--- src/rtl/dseq_pkg.sv ---
package dseq_pkg;

  typedef enum logic [1:0] {SQ_IDLE = 2'd0, SQ_ACC = 2'd1, SQ_REF = 2'd2} sq_mode_e;

  // Edge spacing in system clocks
  localparam int unsigned T_ROW_LEAD = 1;  // row valid before row strobe falls
  localparam int unsigned T_RAS_LOW  = 5;
  localparam int unsigned T_RAS_CAS  = 2;  // row strobe fall to column strobe fall
  localparam int unsigned T_CAS_LOW  = 3;
  localparam int unsigned T_RAS_PRE  = 3;
  localparam int unsigned T_WR_HOLD  = 3;  // data kept after column strobe falls

  localparam int unsigned N_RAS_ON  = T_ROW_LEAD;
  localparam int unsigned N_CAS_ON  = N_RAS_ON + T_RAS_CAS;
  localparam int unsigned N_CAS_OFF = N_CAS_ON + T_CAS_LOW;
  localparam int unsigned N_RAS_OFF = N_RAS_ON + T_RAS_LOW;
  localparam int unsigned N_WR_OFF  = N_CAS_ON + T_WR_HOLD;
  localparam int unsigned N_LAST    = N_RAS_OFF + T_RAS_PRE - 1;
  localparam int unsigned PH_W      = $clog2(N_LAST + 1);

  typedef logic [PH_W-1:0] phase_t;

  localparam phase_t P_RAS_ON  = phase_t'(N_RAS_ON);
  localparam phase_t P_RAS_OFF = phase_t'(N_RAS_OFF);
  localparam phase_t P_COL     = phase_t'(N_CAS_ON - 1);
  localparam phase_t P_CAS_ON  = phase_t'(N_CAS_ON);
  localparam phase_t P_CAS_OFF = phase_t'(N_CAS_OFF);
  localparam phase_t P_SAMPLE  = phase_t'(N_CAS_OFF - 1);
  localparam phase_t P_WR_OFF  = phase_t'(N_WR_OFF);
  localparam phase_t P_LAST    = phase_t'(N_LAST);

  typedef struct packed {
    logic dual;  // two devices fitted
    logic big;   // 16M devices
  } geom_t;

  function automatic geom_t decode_geom(input logic [1:0] code);
    geom_t g;
    g.dual = ~code[1];
    g.big  = (code[1] == code[0]);
    return g;
  endfunction

endpackage

--- src/rtl/dseq_timer.sv ---
module dseq_timer
  import dseq_pkg::*;
#(
  parameter int unsigned REF_CYCLES = 15,
  localparam int unsigned REF_W = (REF_CYCLES > 1) ? $clog2(REF_CYCLES) : 1
) (
  input  logic             clk,
  input  logic             rst_n,
  input  logic             req,
  input  logic             init,
  output sq_mode_e         mode,
  output phase_t           phase,
  output logic [REF_W-1:0] ref_idx,
  output logic             accept
);

  localparam logic [REF_W-1:0] REF_END = REF_W'(REF_CYCLES - 1);

  sq_mode_e         mode_q, mode_d;
  phase_t           ph_q, ph_d;
  logic [REF_W-1:0] ri_q, ri_d;

  always_comb begin
    mode_d = mode_q;
    ph_d   = ph_q;
    ri_d   = ri_q;
    accept = 1'b0;
    if (mode_q == SQ_IDLE) begin
      if (init) begin
        mode_d = SQ_REF;
        ph_d   = '0;
        ri_d   = '0;
      end else if (req) begin
        mode_d = SQ_ACC;
        ph_d   = '0;
        accept = 1'b1;
      end
    end else if (ph_q == P_LAST) begin
      if (mode_q == SQ_REF && ri_q != REF_END) begin
        ri_d = ri_q + 1'b1;
        ph_d = '0;
      end else begin
        mode_d = SQ_IDLE;
      end
    end else begin
      ph_d = ph_q + 1'b1;
    end
  end

  always_ff @(posedge clk or negedge rst_n) begin
    if (!rst_n) begin
      mode_q <= SQ_IDLE;
      ph_q   <= '0;
      ri_q   <= '0;
    end else begin
      mode_q <= mode_d;
      ph_q   <= ph_d;
      ri_q   <= ri_d;
    end
  end

  assign mode    = mode_q;
  assign phase   = ph_q;
  assign ref_idx = ri_q;

endmodule

--- src/rtl/dseq_strobe.sv ---
module dseq_strobe
  import dseq_pkg::*;
#(
  parameter int unsigned ADDR_W = 11,
  parameter int unsigned DATA_W = 4,
  parameter int unsigned REF_W  = 4
) (
  input  sq_mode_e          mode,
  input  phase_t            phase,
  input  logic              wr,
  input  logic              bank,
  input  geom_t             geom,
  input  logic [ADDR_W-1:0] row,
  input  logic [ADDR_W-1:0] col,
  input  logic [REF_W-1:0]  ref_idx,
  input  logic [DATA_W-1:0] wdata,
  output logic              ras_n,
  output logic              cas_a_n,
  output logic              cas_c_n,
  output logic              we_n,
  output logic [ADDR_W-1:0] addr,
  output logic [DATA_W-1:0] dq_o,
  output logic              dq_oe
);

  logic ras_on, cas_on, wwin, sel2;
  logic [ADDR_W-1:0] amux;

  // The write window opens at phase 0: row lead plus row-to-column delay
  // equals the write lead, so it starts together with the access.
  always_comb begin
    ras_on = (mode != SQ_IDLE) && (phase >= P_RAS_ON) && (phase < P_RAS_OFF);
    cas_on = (mode == SQ_ACC) && (phase >= P_CAS_ON) && (phase < P_CAS_OFF);
    wwin   = (mode == SQ_ACC) && wr && (phase < P_WR_OFF);
    sel2   = geom.dual & bank;

    unique case (mode)
      SQ_REF:  amux = ADDR_W'(ref_idx);
      SQ_ACC:  amux = (phase < P_COL) ? row : col;
      default: amux = '0;
    endcase

    addr = amux;
    if (!geom.big) begin
      // top pin is a strobe for paired small parts, unused for a single one
      addr[ADDR_W-1] = geom.dual ? ~(cas_on & sel2) : 1'b0;
    end

    ras_n   = ~ras_on;
    cas_a_n = ~(cas_on & ~sel2);
    cas_c_n = ~(cas_on & sel2 & geom.big);
    we_n    = ~wwin;
    dq_oe   = wwin;
    dq_o    = wwin ? wdata : '0;
  end

endmodule

--- src/rtl/dseq_top.sv ---
module dseq_top
  import dseq_pkg::*;
#(
  parameter int unsigned ADDR_W     = 11,
  parameter int unsigned DATA_W     = 4,
  parameter int unsigned REF_CYCLES = 15,
  localparam int unsigned REF_W = (REF_CYCLES > 1) ? $clog2(REF_CYCLES) : 1
) (
  input  logic              clk,
  input  logic              rst_n,
  input  logic              req,
  input  logic              wr,
  input  logic [ADDR_W-1:0] row,
  input  logic [ADDR_W-1:0] col,
  input  logic              bank,
  input  logic [DATA_W-1:0] wdata,
  input  logic [1:0]        cfg,
  input  logic              init,
  output logic              ras_n,
  output logic              cas_a_n,
  output logic              cas_c_n,
  output logic              we_n,
  output logic [ADDR_W-1:0] addr,
  input  logic [DATA_W-1:0] dq_i,
  output logic [DATA_W-1:0] dq_o,
  output logic              dq_oe,
  output logic [DATA_W-1:0] rdata,
  output logic              done,
  output logic              busy
);

  // reset: asserted at once, released on the clock
  logic [1:0] rs_q;
  logic       rst_i_n;
  always_ff @(posedge clk or negedge rst_n) begin
    if (!rst_n) rs_q <= 2'b00;
    else        rs_q <= {rs_q[0], 1'b1};
  end
  assign rst_i_n = rs_q[1];

  sq_mode_e         mode;
  phase_t           phase;
  logic [REF_W-1:0] ref_idx;
  logic             accept;

  dseq_timer #(.REF_CYCLES(REF_CYCLES)) u_timer (
    .clk(clk), .rst_n(rst_i_n), .req(req), .init(init),
    .mode(mode), .phase(phase), .ref_idx(ref_idx), .accept(accept)
  );

  // request capture
  logic              wr_q, bank_q;
  logic [ADDR_W-1:0] row_q, col_q;
  logic [DATA_W-1:0] wd_q;

  always_ff @(posedge clk or negedge rst_i_n) begin
    if (!rst_i_n) begin
      wr_q   <= 1'b0;
      bank_q <= 1'b0;
      row_q  <= '0;
      col_q  <= '0;
      wd_q   <= '0;
    end else if (accept) begin
      wr_q   <= wr;
      bank_q <= bank;
      row_q  <= row;
      col_q  <= col;
      wd_q   <= wdata;
    end
  end

  dseq_strobe #(.ADDR_W(ADDR_W), .DATA_W(DATA_W), .REF_W(REF_W)) u_strobe (
    .mode(mode), .phase(phase), .wr(wr_q), .bank(bank_q),
    .geom(decode_geom(cfg)), .row(row_q), .col(col_q), .ref_idx(ref_idx),
    .wdata(wd_q), .ras_n(ras_n), .cas_a_n(cas_a_n), .cas_c_n(cas_c_n),
    .we_n(we_n), .addr(addr), .dq_o(dq_o), .dq_oe(dq_oe)
  );

  // read capture on the column strobe rising edge
  logic              cap;
  logic [DATA_W-1:0] rd_q;
  logic              dn_q;

  assign cap = (mode == SQ_ACC) && !wr_q && (phase == P_SAMPLE);

  always_ff @(posedge clk or negedge rst_i_n) begin
    if (!rst_i_n) begin
      rd_q <= '0;
      dn_q <= 1'b0;
    end else begin
      dn_q <= cap;
      if (cap) rd_q <= dq_i;
    end
  end

  assign rdata = rd_q;
  assign done  = dn_q;
  assign busy  = (mode != SQ_IDLE);

endmodule

--- config.mk ---
export PLATFORM = sky130hd
export DESIGN_NAME = dseq_top
export DESIGN_NICKNAME = d
export VERILOG_FILES = /design/src/rtl/dseq_pkg.sv /design/src/rtl/dseq_timer.sv /design/src/rtl/dseq_strobe.sv /design/src/rtl/dseq_top.sv
export SDC_FILE = /design/constraint.sdc
export NUM_CORES = 1
export LEC_CHECK = 0
export ABC_AREA = 1
export BUFFER_PORTS_ARGS = -buffer_cell sky130_fd_sc_hd__buf_2
export CORE_MARGIN = 2
export CORE_UTILIZATION = 50
export CTS_BUF_LIST = sky130_fd_sc_hd__clkbuf_16
export DETAILED_ROUTE_END_ITERATION = 8
export GPL_TIMING_DRIVEN = 0
export PLACE_DENSITY = 0.76
export SETUP_SLACK_MARGIN = 0.15
export SYNTH_ARGS = -nofsm -noshare
export SYNTH_HDL_FRONTEND = slang
export SYNTH_SLANG_ARGS = --single-unit
--- constraint.sdc ---
create_clock -name clk -period 2.05 [get_ports clk]
set_input_delay 0.205 -clock clk [delete_from_list [all_inputs] [get_ports clk]]
set_output_delay 0.205 -clock clk [all_outputs]
set_load 0.02 [all_outputs]
==> out/qor.yml <==
ys_ff_latch: 45
wl_per_cell_um: 12.6
crit_top_cell: "buf_4"
crit_path_start_kind: "flop"
dp_hpwl_um: 3850
drtAntennaViolNets: 0
nFillCells: 390
layout_setup_ws_ns: 0.119
grt_max_degree: 39
dieWidth_um: 73.1
sw_frac_of_total_pct: 42.3
htree_levels: 2
start_util_pct: 51.2
clk_pin_slew_worst_paths_ns: 0.06
drc: 0
fp.dieH_um: 73.1
timing.final.hold_violations: 0
crit_family: "buffers and inverters"
fin_crit_ns: 1.93
cts_buffers: 5
fp-row-count: 25
timing.final.crit_share_pct: 94.2
place_ws_ns: 0.302
critical_path_class: "flop to output port"
tns_ns: 0
p_switching_w: 0.00184
drv_slew: 0
p_per_area_mw_per_mm2: 1420
ys_types: 24
dieArea_mm2: 0.00534
drive_above_1_share_pct: 31.8
r2r-end: "u_timer.ref_idx[1]$_DFFE_PN0P_"
vias: 2209
pwr-share-seq_pct: 34.3
reg2reg_depth: 7
firstDrtPassIters: 6
status: "finished, final reports clean"
fmax_ghz: 0.518
slowest_stage: "dfrtp_1"
pin_count: 64
synth_area_leaders: "dfrtp_1 47%, nand2_1 14%, nand3_1 6.7%"
synth_top_cell_by_area: "dfrtp_1"
fin_skew_ns: 0.00646
crit_chain: "inv_2, ha_4, buf_6, buf_4, buf_4, nand3_1, a21oi_1, buf_2"
root_buffer: "clkbuf_16"
final_common_cell: "nand2_1"
core_mm2: 0.00466
critPathMaxStageDelay_ns: 0.41
irDropWorstVdd_mv: 0.674
end_kind: "output port"
holdWs_ns: 0.0895
port_buffers: 62
syn_nets: 345
synth_area_per_cell_um2: 7.98
cp.required_ns: 1.85
tightestPinTransition_ns: 0.495
layout_common_cells: "89 x nand2_1, 62 x buf_2, 42 x dfrtp_1"
cellLeakagePower_nw: 1.71
antenna_found_initial: 0
grt_pass1_vias: 1991
gp_congestion: 0.782
critPathArrivalTime_ns: 1.73
synthCells: 299
r2r_start: "u_timer.mode[0]$_DFFE_PN0P_"
globalRouteOverflowTotal: 0
nNetsFinal: 427
clk_path_buf_depth: 2
relSlewSlack_pct: 66.7
clock_sinks: 45
intPower_w: 0.00252
grt.total_usage_pct: 21.0
seq_area_frac_synth_pct: 47.2
cp_num_buf_inv: 5
synth_area_mm2: 0.00238
finalPower_w: 0.00436
critPathMaxFanout: 4
drv_cap: 0
synth_warnings: 0
rsz0062_at_grt: "yes"
p_clk_share_pct: 17.2
drt_iter0_drc: 100
grt_pass1_wl_um: 8660
insertion_delay_ns: 0.28
synth_top_cell_area_share_pct: 47.2
reg2reg_slack_ns: 0.47
area_delta_synth_final_pct: 28.8
pwr-share-comb_pct: 48.4
diodes: 0
drt_wl_total_um: 5470
setup_viol: 0
min_path_type: "flop to async pin"
cts_tree: "yes"
viasPerCell: 5.08
-- cells in the mapped netlist --
master    number
conb_1         1
nor2_1        37
nand3_1       32
a21oi_1        5
nand3b_1       1
o21bai_1       1
nor2_8         1
clkbuf_1       1
nand3_2        1
inv_1         32
nor2_4         1
dfrtp_1       45
nand4_1        6
xor2_1         2
buf_6          4
nand2_2        2
nor2_2         1
nand2_1       90
buf_2          4
ha_1           8
o21ai_0        9
nand2_4        1
inv_2          1
a21oi_2       13
-- per-layer routing --
metal  vias up  GRT usage (%)  wire [µm]
met4         0           9.26        118
met1      1024           28.2       2490
met5         -              0          0
met2        75           32.8       2590
met3        12           4.42        274
li1       1098              -          -
-- area by class of cell --
type                    count  area (µm²)  area share [%]
multi-input cells         212        1100            35.9
clock inverters             2        11.3           0.367
inverters                  33         126            4.11
well taps                  54        67.6            2.20
plain buffers               9        75.1            2.44
flip-flops and latches     45        1130            36.8
repair buffers             75         434            14.1
clock buffers               5         125            4.07
-- kinds of logic after synthesis --
| kind of cell | synth area share [%] |
|---|---|
| AND/OR/NAND/NOR | 31.6 |
| flip-flops | 47.2 |
| buffers and inverters | 8.08 |
| AO/OA/AOI/OAI | 8.03 |
| adder cells (fa/ha/maj) | 4.20 |
| XOR/XNOR | 0.735 |
| other | 0.157 |
-- state kept, by name, indices dropped and copies added, names as in the netlist --
name	flops
bank_q	1
col_q	11
done	1
rdata	4
row_q	11
rs_q	2
u_timer.mode	2
u_timer.phase	4
u_timer.ref_idx	4
wd_q	4
wr_q	1
-- worst max-delay path by stage --
stage	endpoint	start	cells after the start	slack, ns
2_1_floorplan	dq_o[0]	u_timer.mode[1]$_DFFE_PN0P_	5	0.46
3_3_place_gp	wd_q[0]$_DFFE_PN0P_	rs_q[1]$_DFF_PN0_	0	0.17
3_5_place_dp	addr[10]	u_timer.mode[1]$_DFFE_PN0P_	10	0.30
4_1_cts	addr[10]	u_timer.mode[1]$_DFFE_PN0P_	10	0.15
5_1_grt	addr[10]	u_timer.mode[0]$_DFFE_PN0P_	9	0.09
6_report	addr[3]	u_timer.mode[1]$_DFFE_PN0P_	8	0.12
-- worst register-to-register path: stages, from the launching register on --
cell     delay [ns]
dfrtp_1        0.43
inv_2          0.10
buf_4          0.11
ha_1           0.26
nand3_2        0.20
nor2_1         0.26
nand2_1        0.09
nand2_1        0.07
-- timing repair --
action	in CTS	in global routing
gates resized for setup	5	16
buffers inserted	2	9
hold buffers	1	0
endpoints found under the setup margin	10	13
hold endpoints to repair	2	0
pin swaps	1	2
-- per-stage QoR --
step | cells | cell area (µm²) | util [%]
global route | 435 | 3070 | 65.9
finish | 435 | 3070 | 65.9
detailed placement | 416 | 2780 | 59.7
global placement | 415 | 2760 | 59.3
CTS | 426 | 2950 | 63.3
floorplan | 299 | 2380 | -
-- power groups by stage --
stage	Sequential (W)	Combinational (W)	Clock, W
floorplan	0.00150	0.00133	0
global placement	0.00149	0.00179	0
CTS	0.00148	0.00190	0.000768
global route	0.00154	0.00236	0.000807
detailed placement	0.00149	0.00185	0
finish	0.00150	0.00211	0.000752
No activity file was read; power rests on OpenSTA's default activity.
